--- config.mk ---
export PLATFORM = sky130hd
export DESIGN_NAME = feed_irq_unit
export DESIGN_NICKNAME = d
export VERILOG_FILES = /design/src/rtl/feed_irq_pkg.sv /design/src/rtl/feed_irq_decode.sv /design/src/rtl/feed_irq_latch.sv /design/src/rtl/feed_irq_mask.sv /design/src/rtl/feed_irq_rdmux.sv /design/src/rtl/feed_irq_unit.sv
export SDC_FILE = /design/constraint.sdc
export NUM_CORES = 1
export LEC_CHECK = 0
export ABC_CLOCK_PERIOD_IN_PS = 2300
export CAP_MARGIN = 20
export CORE_MARGIN = 3
export CORE_UTILIZATION = 28
export DETAILED_ROUTE_END_ITERATION = 10
export GPL_ROUTABILITY_DRIVEN = 0
export PLACE_DENSITY = 0.87
export SLEW_MARGIN = 20
export SYNTH_ARGS = -nofsm -noshare
export SYNTH_HDL_FRONTEND = slang
export SYNTH_SLANG_ARGS = --single-unit
--- constraint.sdc ---
create_clock -name clk -period 2.3 [get_ports clk]
set_input_delay 0.69 -clock clk [delete_from_list [all_inputs] [get_ports clk]]
set_output_delay 0.69 -clock clk [all_outputs]
set_load 0.01 [all_outputs]
--- src/rtl/feed_irq_pkg.sv ---
package feed_irq_pkg;

    // Register offsets (byte addresses)
    localparam logic [7:0] OFS_RAW   = 8'h00;
    localparam logic [7:0] OFS_ENSET = 8'h04;
    localparam logic [7:0] OFS_ENCLR = 8'h08;
    localparam logic [7:0] OFS_ACK   = 8'h0C;
    localparam logic [7:0] OFS_FIFO  = 8'h10;

    typedef enum logic [2:0] {
        RD_NONE,
        RD_RAW,
        RD_MASK,
        RD_PEND,
        RD_FIFO
    } rd_sel_t;

    typedef struct packed {
        logic mask_set;
        logic mask_clr;
        logic ack;
    } wr_stb_t;

endpackage

--- src/rtl/feed_irq_decode.sv ---
module feed_irq_decode
    import feed_irq_pkg::*;
#(
    parameter int ADDR_W = 8
) (
    input  logic              bus_sel,
    input  logic              bus_wr,
    input  logic [ADDR_W-1:0] bus_addr,
    output wr_stb_t           wr_stb,
    output rd_sel_t           rd_sel
);

    logic hit_raw, hit_set, hit_clr, hit_ack, hit_fifo;

    always_comb begin
        hit_raw  = (bus_addr == ADDR_W'(OFS_RAW));
        hit_set  = (bus_addr == ADDR_W'(OFS_ENSET));
        hit_clr  = (bus_addr == ADDR_W'(OFS_ENCLR));
        hit_ack  = (bus_addr == ADDR_W'(OFS_ACK));
        hit_fifo = (bus_addr == ADDR_W'(OFS_FIFO));

        wr_stb.mask_set = bus_sel && bus_wr && hit_set;
        wr_stb.mask_clr = bus_sel && bus_wr && hit_clr;
        wr_stb.ack      = bus_sel && bus_wr && hit_ack;

        if (hit_raw)                  rd_sel = RD_RAW;
        else if (hit_set || hit_clr)  rd_sel = RD_MASK;
        else if (hit_ack)             rd_sel = RD_PEND;
        else if (hit_fifo)            rd_sel = RD_FIFO;
        else                          rd_sel = RD_NONE;
    end

endmodule

--- src/rtl/feed_irq_latch.sv ---
module feed_irq_latch #(
    parameter int NUM_SRC = 4
) (
    input  logic               clk,
    input  logic               rst_n,
    input  logic [NUM_SRC-1:0] event_i,
    input  logic               ack_stb,
    input  logic [NUM_SRC-1:0] ack_bits,
    output logic [NUM_SRC-1:0] raw_o
);

    typedef struct packed {
        logic [NUM_SRC-1:0] raw;
    } latch_st_t;

    latch_st_t st_d, st_q;

    always_comb begin
        st_d = st_q;
        for (int i = 0; i < NUM_SRC; i++) begin
            // acknowledge first, a new event then overrides it
            if (ack_stb && ack_bits[i]) st_d.raw[i] = 1'b0;
            if (event_i[i])             st_d.raw[i] = 1'b1;
        end
    end

    always_ff @(posedge clk) begin
        if (!rst_n) st_q <= '0;
        else        st_q <= st_d;
    end

    assign raw_o = st_q.raw;

endmodule

--- src/rtl/feed_irq_mask.sv ---
module feed_irq_mask #(
    parameter int NUM_SRC = 4
) (
    input  logic               clk,
    input  logic               rst_n,
    input  logic               set_stb,
    input  logic               clr_stb,
    input  logic [NUM_SRC-1:0] wbits,
    output logic [NUM_SRC-1:0] mask_o
);

    typedef struct packed {
        logic [NUM_SRC-1:0] en;
    } mask_st_t;

    mask_st_t st_d, st_q;

    always_comb begin
        st_d = st_q;
        if (set_stb) st_d.en = st_q.en | wbits;
        if (clr_stb) st_d.en = st_q.en & ~wbits;
    end

    always_ff @(posedge clk) begin
        if (!rst_n) st_q <= '0;
        else        st_q <= st_d;
    end

    assign mask_o = st_q.en;

endmodule

--- src/rtl/feed_irq_rdmux.sv ---
module feed_irq_rdmux
    import feed_irq_pkg::*;
#(
    parameter int NUM_SRC = 4,
    parameter int DATA_W  = 32
) (
    input  rd_sel_t            rd_sel,
    input  logic [NUM_SRC-1:0] raw,
    input  logic [NUM_SRC-1:0] mask,
    input  logic [NUM_SRC-1:0] fifo_full,
    input  logic [NUM_SRC-1:0] fifo_empty,
    output logic [DATA_W-1:0]  rdata
);

    localparam int FIFO_W = 2 * NUM_SRC;

    logic [FIFO_W-1:0] fifo_word;

    // Full/empty pairs, channel i at bits 2i+1 / 2i
    for (genvar g = 0; g < NUM_SRC; g++) begin : g_pack
        assign fifo_word[2*g+1] = fifo_full[g];
        assign fifo_word[2*g]   = fifo_empty[g];
    end

    always_comb begin
        rdata = '0;
        unique case (rd_sel)
            RD_RAW:  rdata[NUM_SRC-1:0] = raw;
            RD_MASK: rdata[NUM_SRC-1:0] = mask;
            RD_PEND: rdata[NUM_SRC-1:0] = raw & mask;
            RD_FIFO: rdata[FIFO_W-1:0]  = fifo_word;
            default: rdata = '0;
        endcase
    end

endmodule

--- src/rtl/feed_irq_unit.sv ---
module feed_irq_unit
    import feed_irq_pkg::*;
#(
    parameter int NUM_SRC = 4,
    parameter int ADDR_W  = 8,
    parameter int DATA_W  = 32
) (
    input  logic               clk,
    input  logic               rst_n,
    input  logic               bus_sel,
    input  logic               bus_wr,
    input  logic [ADDR_W-1:0]  bus_addr,
    input  logic [DATA_W-1:0]  bus_wdata,
    output logic [DATA_W-1:0]  bus_rdata,
    input  logic [NUM_SRC-1:0] event_i,
    input  logic [NUM_SRC-1:0] fifo_full_i,
    input  logic [NUM_SRC-1:0] fifo_empty_i,
    output logic               irq_o
);

    wr_stb_t            wr_stb;
    rd_sel_t            rd_sel;
    logic [NUM_SRC-1:0] raw_w;
    logic [NUM_SRC-1:0] mask_w;

    typedef struct packed {
        logic irq;
    } top_st_t;

    top_st_t st_d, st_q;

    feed_irq_decode #(.ADDR_W(ADDR_W)) u_dec (
        .bus_sel  (bus_sel),
        .bus_wr   (bus_wr),
        .bus_addr (bus_addr),
        .wr_stb   (wr_stb),
        .rd_sel   (rd_sel)
    );

    feed_irq_latch #(.NUM_SRC(NUM_SRC)) u_latch (
        .clk      (clk),
        .rst_n    (rst_n),
        .event_i  (event_i),
        .ack_stb  (wr_stb.ack),
        .ack_bits (bus_wdata[NUM_SRC-1:0]),
        .raw_o    (raw_w)
    );

    feed_irq_mask #(.NUM_SRC(NUM_SRC)) u_mask (
        .clk      (clk),
        .rst_n    (rst_n),
        .set_stb  (wr_stb.mask_set),
        .clr_stb  (wr_stb.mask_clr),
        .wbits    (bus_wdata[NUM_SRC-1:0]),
        .mask_o   (mask_w)
    );

    feed_irq_rdmux #(.NUM_SRC(NUM_SRC), .DATA_W(DATA_W)) u_rd (
        .rd_sel     (rd_sel),
        .raw        (raw_w),
        .mask       (mask_w),
        .fifo_full  (fifo_full_i),
        .fifo_empty (fifo_empty_i),
        .rdata      (bus_rdata)
    );

    always_comb begin
        st_d     = st_q;
        st_d.irq = |(raw_w & mask_w);
    end

    always_ff @(posedge clk) begin
        if (!rst_n) st_q <= '0;
        else        st_q <= st_d;
    end

    assign irq_o = st_q.irq;

endmodule

==> out/results.txt, run 1 <==
vias per cell - 4.85
number of synthesized register bits - 9
final slew viol count - 0
Final Hold Fails - 0
Min Clock Period, post-route - 2440 ps
first-pass GRT wire length - 3170 um
R2R cell count - 2
Via Count - 854
worst slack at placement - -981 ps
status - finished, violations left
clock-pin slew on the worst setup and hold paths - 60 ps
Max Fanout on Critical Path - 4
# diodes - 0
CTS Root Cell - clkbuf_4
fin cells - 176
placement-stage cell area - 1200 um2
P per Cell Area - 340 nW/um2
Synth top area share - 0.216
post-route cell area - 1250 um2
final setup fails - 8
buffer and inverter count on the worst path - 2
syn_area_per_cell - 8.43 um2
f_max - 0.410 GHz
final hold slack - 501 ps
Reg-to-Reg Start - u_latch.raw_o[2]
largest net degree at the start of global routing - 12
clock latency on the worst-skew pair - 280 ps
DRT iter0 DRCs - 17
Initial Util - 0.298
die area - 3670 um2
violated checks - negative setup slack
Synth cell types - 29
CP max stage cell - or4_4
maximum VDD drop - 0.108 mV
hold path cells - 2
area grow syn2layout - 50.4%
hold buffers post-CTS - 0
register-to-register setup slack - 1550 ps
drt total wl - 2200 um
gr usage total - 0.117
post-DP HPWL - 1730 um
Tcrit/Tclk final - 1.06
Setup Skew - 1.70 ps
min-delay worst type - flip-flop to flip-flop
clock sinks - 9
die height - 60.6 um
CP delay by family, top - simple AND/OR/NAND/NOR gates
# rows - 19
synthesized area - 835 um2
average wire per standard cell - 12.5 um
postcts setup bufs - 0
CTS H-tree lvls - 1
CTS tree - yes
port bufs - 36
Yosys top cell by area - dfxtp_1
CTS buffer count - 3
post-synthesis sequential area ratio - 0.216
vias in the first global route - 728
worst r2r dst - irq_o
CP Capture Type - output port
worst path required time - 1610 ps
Synthesis Warnings - 0
P_leak - 0.521 nW
total of max-cap violations - 0
Startpoint Class - primary input
I/O Pins - 89
fin worst setup slack - -141 ps
Finished Core Util - 0.447
Die X - 60.6 um
crit path DAT - 1750 ps
Setup CP Type - primary input to output port
Placed Cells - 172
Area contributors post-synth - dfxtp_1 22%, buf_4 22%, and4_2 7.2%
post-synthesis cell count - 99
Crit. Startpoint - bus_addr[0]
final-stage net count - 202
RSZ-0062 raised after global routing - true
overflow left after global routing - 0
first drt pass iteration count - 4
share of layout cells above drive strength 1 - 0.317
Routed Antenna Nets - 0
# DRC - 0
CP Cell Sequence - buf_6 > or2_4 > or4_4 > nor3_2 > buf_2
clock buffer depth - 2
crit-path max cell delay - 470 ps
core area - 2810 um2
initial antenna violation count - 0
## cell usage after synthesis
cell and count:
and2_2 1, and3_2 2, and3b_1 1, a32o_1 2, nand2_1 2, o21bai_1 4
nor4_4 1, buf_1 1, inv_1 1, a22oi_1 6, nor4_1 1, nor4bb_1 1
or2_1 1, and4_2 6, conb_1 1, buf_4 24, or4_4 1, o21ai_0 6
buf_6 1, a211oi_1 4, nor2b_1 5, clkbuf_1 3, a41oi_1 4, xor2_1 1
nand4_1 4, dfxtp_1 9, a21boi_0 1, nor3_1 4, nor2_1 1
## tightest hold or removal path: stages (launching register included)
cell and delay (ps):
dfxtp_1 330, nand2_1 50, o21ai_0 70
## layer usage
layer  up-vias  track usage  wire, um  share of wire
met5         -            0         0              0
met4         0       0.0650        41          0.019
met3         5       0.0340       253           0.12
met2        45        0.203      1050           0.48
met1       385        0.125       855           0.39
li1        419            -         -              -
## report_power, final
part / total, W / switching [W] / internal [W]
clock network: 0.000132 / 0.0000642 / 0.0000674
logic: 0.000130 / 0.0000631 / 0.0000665
registers: 0.000165 / 0.00000435 / 0.000161
total: 0.000426 / 0.000132 / 0.000295
## worst max path at each step
stage	endpoint	cells past startpoint
2_1_floorplan	bus_rdata[0]	3
3_3_place_gp	bus_rdata[3]	5
3_5_place_dp	bus_rdata[1]	5
4_1_cts	bus_rdata[1]	5
5_1_grt	bus_rdata[5]	6
6_report	bus_rdata[3]	5
## placed cells by master, fill, tap and decap left out, drive strengths merged, types with 4 or more instances in the layout
master,instances
conb,24
buf,22
clkdlybuf4s50,20
dfxtp,9
o21ai,6
a22oi,6
and4,6
clkbuf,6
nor2b,5
a211oi,4
o21bai,4
nor3,4
nand4,4
a41oi,4
## per-stage QoR
| step | total power (W) | setup TNS [ps] |
|---|---|---|
| final | 0.000426 | -1070 |
| after global routing | 0.000446 | -1490 |
| after CTS | 0.000422 | -1680 |
| after detailed placement | 0.000292 | -7630 |
| after global placement | 0.000291 | -7410 |
| after floorplan | 0.000251 | -252 |
## area by class of cell
| type | count | area [um2] |
|---|---|---|
| well taps | 31 | 38.8 |
| multi-input cells | 83 | 573 |
| repair buffers | 48 | 433 |
| clock buffers | 4 | 26.3 |
| flip-flops and latches | 9 | 180 |
| inverters | 1 | 3.75 |
| fillers | 291 | 1550 |
## what timing repair did
action,4_1_cts,5_1_grt
endpoints found under the setup margin,8,8
pin swaps,7,1
gates resized for setup,60,8
## logic make-up after synthesis
kind of cell,count (synthesis),share of synthesized area
AND/OR/NAND/NOR,31,0.280
XOR/XNOR,1,0.0105
AO/OA/AOI/OAI,27,0.237
buffers and inverters,30,0.252
other,1,0.00449
flip-flops,9,0.216
No activity file was read; power rests on OpenSTA's default activity.
==> inputs of run 2 (changes only) <==
CORE_ASPECT_RATIO = 2   (was not set)
SLEW_MARGIN = 30   (was 20)
==> run 2 against run 1 <==
  * The run still ends with negative setup slack left
  * Register-to-register slack lost 40 ps
  * Sequential power barely moved
  * Worst setup slack got worse by 150 ps
  * Non-clock buffer count increased by 6
  * Design area grew 6.8%
  * Die area up 1.1%
  * Clock skew barely moved
  * Final cell count is 2.3% higher
  * Combinational power up 11%
  * Utilization grew 3.1 points
  * Highest routed layer unchanged
==> out/results.txt, run 2 (same netlist as run 1, synthesis figures left out) <==
DRT iter0 DRCs - 13 (-4)
clock latency on the worst-skew pair - 240 ps (-40 ps)
P per Cell Area - 370 nW/um2 (+8.9%)
Total Power - 0.000496 W (+16%)
crit-path max cell delay - 570 ps (+100 ps)
vias in the first global route - 891 (+22%)
total of max-cap violations - 0 (unchanged)
overflow left after global routing - 0 (unchanged)
CP max stage cell - or4_4
clock sinks - 9 (unchanged)
initial antenna violation count - 0 (unchanged)
core area - 2800 um2 (about the same)
CTS buffer count - 3 (unchanged)
gr usage total - 0.137 (+0.0205)
# DRC - 0 (unchanged)
highest routed layer - met4
final setup fails - 8 (unchanged)
fin worst setup slack - -286 ps (-145 ps)
share of layout cells above drive strength 1 - 0.344 (+0.0271)
area grow syn2layout - 60.6%
clock-pin slew on the worst setup and hold paths - 40 ps (-20 ps)
violated checks - negative setup slack
CTS tree - yes
CP Capture Type - output port
die area - 3710 um2 (+1.1%)
Max Fanout on Critical Path - 4 (unchanged)
P_leak - 0.561 nW (+7.7%)
average wire per standard cell - 13.9 um (+11%)
# rows - 27 (+8)
RSZ-0062 raised after global routing - true
CP Cell Sequence - buf_6 > or2_4 > or4_4 > nor3_2 > buf_2
vias per cell - 5.07 (+4.4%)
crit path DAT - 1900 ps (+150 ps)
Setup Skew - 1.40 ps (-0.298 ps)
die height - 83.2 um (+37%)
CTS Root Cell - clkbuf_8
most frequent cells in the layout - 24 x conb_1, 21 x clkdlybuf4s50_1, 15 x buf_4
leading cell type in the layout, fill and taps excluded - conb_1
hold buffers post-CTS - 0 (unchanged)
port bufs - 36 (unchanged)
buffer and inverter count on the worst path - 2 (unchanged)
Filler cells - 274 (-5.8%)
Initial Util - 0.298 (about the same)
Routed Antenna Nets - 0 (unchanged)
post-DP HPWL - 1900 um (+10%)
first drt pass iteration count - 4 (unchanged)
clock buffer depth - 2 (unchanged)
final slew viol count - 0 (unchanged)
DR WL met3 - 232 um (-8.3%)
first-pass GRT wire length - 3840 um (+21%)
Min Clock Period, post-route - 2590 ps (+145 ps)
# diodes - 0 (unchanged)
f_max - 0.387 GHz (-5.6%)
Final Hold Fails - 0 (unchanged)
CTS H-tree lvls - 1 (unchanged)
Startpoint Class - primary input
Multi-input gate area - 582 um2 (+1.5%)
worst path required time - 1610 ps (about the same)
final-stage net count - 208 (+3.0%)
largest net degree at the start of global routing - 10 (-2)
Setup CP Type - primary input to output port
Via Count - 912 (+6.8%)
drt total wl - 2500 um (+14%)
maximum VDD drop - 0.223 mV (+110%)
Tcrit/Tclk final - 1.12 (+0.0630)
wire length on met2 - 1450 um (+38%)
min-delay worst type - flip-flop to flip-flop
FF/Latch Area - 180 um2 (unchanged)
Die X - 44.6 um (-26%)
CP delay by family, top - simple AND/OR/NAND/NOR gates
I/O Pins - 89 (unchanged)
Finished Core Util - 0.478 (+0.0305)
status - finished, violations left
wl on met1 - 751 um (-12%)
run 2: cell count changes in the layout (fill, tap and decap cells not counted), sizes merged:
cell / delta
clkbuf: -2
clkdlybuf4s15: +1
buf: +6
clkdlybuf4s50: +1
run 2: metal layers:
layer | up-vias | track usage
met5 | - | 0
met4 | 0 | 0.0714
met3 | 7 | 0.0239
met2 | 55 | 0.273
met1 | 418 | 0.112
li1 | 432 | -
run 2: report_power, final:
part | internal (W) | switching [W] | total, W | leakage, nW
registers | 0.000162 | 0.00000496 | 0.000167 | 0.0738
clock network | 0.000121 | 0.0000646 | 0.000186 | 0.0228
logic | 0.0000754 | 0.0000686 | 0.000144 | 0.464
total | 0.000358 | 0.000138 | 0.000496 | 0.561
run 2: worst register-to-register path: stages (launching register included):
cell and delay, ps:
dfxtp_1 370, o21ai_0 120, a41oi_1 200
run 2: worst paths after layout:
path                         start               end  slack [ps]  depth (start not counted)
setup / recovery       bus_addr[0]      bus_rdata[2]        -290                          5
hold / removal           flip-flop         flip-flop         510                          2
setup reg to reg  u_latch.raw_o[2]  u_latch.raw_o[2]        1510                          2
hold reg to reg          flip-flop         flip-flop         510                          2
run 2: area by class of cell:
type	instances	area share
clock buffer	4	0.0336
inverter	1	0.00280
multi-input combinational	83	0.434
sequential	9	0.134
tap	29	0.0271
timing repair buffer	54	0.368
run 2: through the flow:
stage | setup TNS [ps] | cells | area, um2 | setup WS, ps | hold WS, ps
detailed placement | -7400 | 175 | 1240 | -951 | 502
global placement | -7260 | 175 | 1240 | -935 | 490
finish | -1580 | 180 | 1340 | -286 | 508
global route | -1890 | 180 | 1340 | -305 | 541
CTS | -1330 | 180 | 1330 | -226 | 508
floorplan | -252 | 122 | 921 | -62.9 | 470
run 2: repair_timing:
action	4_1_cts	5_1_grt
pin swaps	9	1
buffers inserted	1	0
cloned	0	0
gates resized for setup	66	3
endpoints found under the setup margin	8	8
==> inputs of run 3 (changes only) <==
ABC_AREA = 1   (was not set)
ABC_CLOCK_PERIOD_IN_PS = not set   (was 2300)
==> run 3 against run 2 <==
  * Total power down 7.5%
  * Sequential share of layout area grew 0.31 points
  * Clock skew about the same
  * Critical path depth grew 3
  * Largest cell class unchanged
  * The flow still finishes with violations (negative setup slack)
  * Count of clock-buffer cells in the layout unchanged
  * Hold slack gained 32 ps
  * Non-clock buffer count fell by 2
  * Worst setup slack improved by 190 ps
  * Global-route usage shrank 1.6 points
  * Sequential cell count unchanged
  * Sequential power about the same
==> out/results.txt, run 3 <==
Synth top area share - 0.216 (-0.000323)
die area - 3720 um2 (+0.13%)
CTS buffer count - 3 (unchanged)
largest net degree at the start of global routing - 10 (unchanged)
sw power - 0.000119 W (-14%)
largest family of logic cells by synthesized area - simple AND/OR/NAND/NOR gates
worst path required time - 1610 ps (about the same)
Net Sw Frac - 0.260 (-0.0188)
Via Count - 922 (+1.1%)
final hold slack - 540 ps (+32.0 ps)
XOR/XNOR Fraction of Synth Area - 0 (-0.0105)
final slew viol count - 0 (unchanged)
# rows - 27 (unchanged)
# diodes - 0 (unchanged)
clock sinks - 9 (unchanged)
average wire per standard cell - 9.90 um (-29%)
I/O Pins - 89 (unchanged)
vias per cell - 4.33 (-15%)
number of flops mapped to enable cells by yosys - 0 (unchanged)
fraction of the mapped netlist area in simple logic gates - 0.427 (+0.146)
status - finished, violations left
final-stage net count - 241 (+16%)
clock-pin slew on the worst setup and hold paths - 40 ps (about the same)
Synth Area in Adders - 0 (unchanged)
ys async rst share - 0 (unchanged)
post-synthesis cell count - 129 (+30%)
Routed Antenna Nets - 0 (unchanged)
CTS Root Cell - clkbuf_8
P_leak - 0.659 nW (+18%)
Placed Cells - 200 (+14%)
min-delay worst type - flip-flop to flip-flop
Setup CP Type - primary input to output port
port bufs - 36 (unchanged)
violated checks - negative setup slack
core area - 2800 um2 (unchanged)
most frequent cells in the layout - 28 x nand2_1, 24 x conb_1, 20 x clkdlybuf4s50_1
clock buffer depth - 2 (unchanged)
fin cells - 213 (+18%)
first-pass GRT wire length - 3550 um (-7.6%)
clock latency on the worst-skew pair - 220 ps (-20 ps)
Synth Area in Compound Gates - 0.0614 (-0.176)
commonest cells in the netlist - 28 x nand2_1, 24 x buf_4, 18 x nor2_1, 14 x inv_1, 9 x dfxtp_1
syn_area_per_cell - 6.48 um2 (-23%)
Final Hold Fails - 0 (unchanged)
most frequent cell after synthesis - nand2_1
leading cell type in the layout, fill and taps excluded - nand2_1
hold buffers post-CTS - 0 (unchanged)
Min Clock Period, post-route - 2400 ps (-190 ps)
crit path DAT - 1710 ps (-190 ps)
CP Capture Type - output port
DRT iter0 DRCs - 8 (-5)
register-to-register setup slack - 1550 ps (+40 ps)
CTS tree - yes
Synth Flop Type - dfxtp_1
vias in the first global route - 876 (-1.7%)
post-DP HPWL - 1790 um (-6.2%)
first drt pass iteration count - 4 (unchanged)
drt total wl - 2110 um (-16%)
CTS H-tree lvls - 1 (unchanged)
area grow syn2layout - 56.7%
post-synthesis sequential area ratio - 0.216 (-0.000323)
fin worst setup slack - -95.6 ps (+190 ps)
Yosys top cell by area - dfxtp_1
gr usage total - 0.122 (-0.0156)
Setup Skew - 1.60 ps (+0.198 ps)
synthesized area - 836 um2 (+0.15%)
share of layout cells above drive strength 1 - 0.277 (-0.0672)
final setup fails - 4 (-4)
Initial Util - 0.298 (+0.000447)
die height - 83.3 um (about the same)
logic gate share of total power - 0.254 (-0.036)
Area contributors post-synth - dfxtp_1 22%, buf_4 22%, nand2_1 13%
f_max - 0.417 GHz (+7.9%)
total of max-cap violations - 0 (unchanged)
Tcrit/Tclk final - 1.04 (-0.0826)
Startpoint Class - primary input
Die X - 44.6 um (about the same)
overflow left after global routing - 0 (unchanged)
mux cell area share after synthesis - 0 (unchanged)
Synth cell types - 19 (-34%)
clock share of power - 0.382 (+0.008)
P per Cell Area - 350 nW/um2 (-5.4%)
maximum VDD drop - 0.287 mV (+29%)
RSZ-0062 raised after global routing - true
# DRC - 0 (unchanged)
initial antenna violation count - 0 (unchanged)
number of synthesized register bits - 9 (unchanged)
Max Fanout on Critical Path - 5 (+1)
Seq pwr share - 0.364 (+0.028)
Power Internal - 0.000340 W (-5.1%)
Synthesis Warnings - 0 (unchanged)
[run 3: cell types whose count changed after synthesis, sizes merged, moves of 5 or more]
cell   before  now
nand2       2   31
inv         1   16
a22oi       6    0
nor2b       5    0
nand3       0    6
o21ai       6    0
nor2        1   24
and4        6    0
[run 3: final cells by class]
cell class / instances / area [um2]
Clock buffer: 4 / 45.0
Fill cell: 287 / 1490
Inverter: 17 / 63.8
Multi-Input combinational cell: 102 / 538
Sequential cell: 9 / 180
Tap cell: 29 / 36.3
Timing Repair Buffer: 52 / 447
[run 3: stage by stage]
step / total power (W) / cell area [um2] / setup TNS [ps] / utilization / worst slack (ps)
2_1_floorplan: 0.000241 / 922 / 0 / - / 226
3_3_place_gp: 0.000273 / 1190 / -6110 / 0.425 / -831
3_5_place_dp: 0.000275 / 1190 / -6210 / 0.425 / -847
4_1_cts: 0.000464 / 1330 / -228 / 0.475 / -111
5_1_grt: 0.000486 / 1310 / -655 / 0.467 / -205
6_report: 0.000459 / 1310 / -229 / 0.467 / -95.6
[run 3: metal layers]
| metal | GRT usage | share of wire |
|---|---|---|
| met1 | 0.105 | 0.28 |
| met2 | 0.254 | 0.61 |
| met3 | 0.0217 | 0.11 |
| met4 | 0.0247 | 0.0024 |
| met5 | 0 | 0 |
[run 3: power by group through the flow]
stage                     clock (W)  combinational (W)  sequential, W
after floorplan                   0          0.0000732       0.000168
after global placement            0           0.000104       0.000169
after detailed placement          0           0.000105       0.000170
after CTS                  0.000181           0.000116       0.000167
after global routing       0.000191           0.000126       0.000168
final                      0.000175           0.000117       0.000167
[run 3: critical path: stages]
cell and delay [ps]:
buf_6 100, nor2_4 140, buf_6 120, nand4_4 90, buf_12 150, buf_6 110, o211ai_1 150, buf_2 160
[run 3: kinds of logic (layout without fill, tap and decap cells)]
group	after synthesis	after routing
and+or+nand+nor	70	70
buffers and inverters	41	73
DFF	9	9
AOI/OAI and AO/OA	8	8
other	1	24
[run 3: timing repair]
item	4_1_cts	5_1_grt
buffers inserted	9	0
pin swaps	9	3
resized for setup	72	4
endpoints found under the setup margin	8	8
[run 3: final timing paths]
| kind | to | from | depth (start not counted) |
|---|---|---|---|
| worst max register to register | irq_o | flip-flop | 2 |
| worst min register to register | flip-flop | flip-flop | 4 |
| worst min-delay path | flip-flop | flip-flop | 4 |
| worst max-delay path | bus_rdata[3] | bus_addr[1] | 8 |
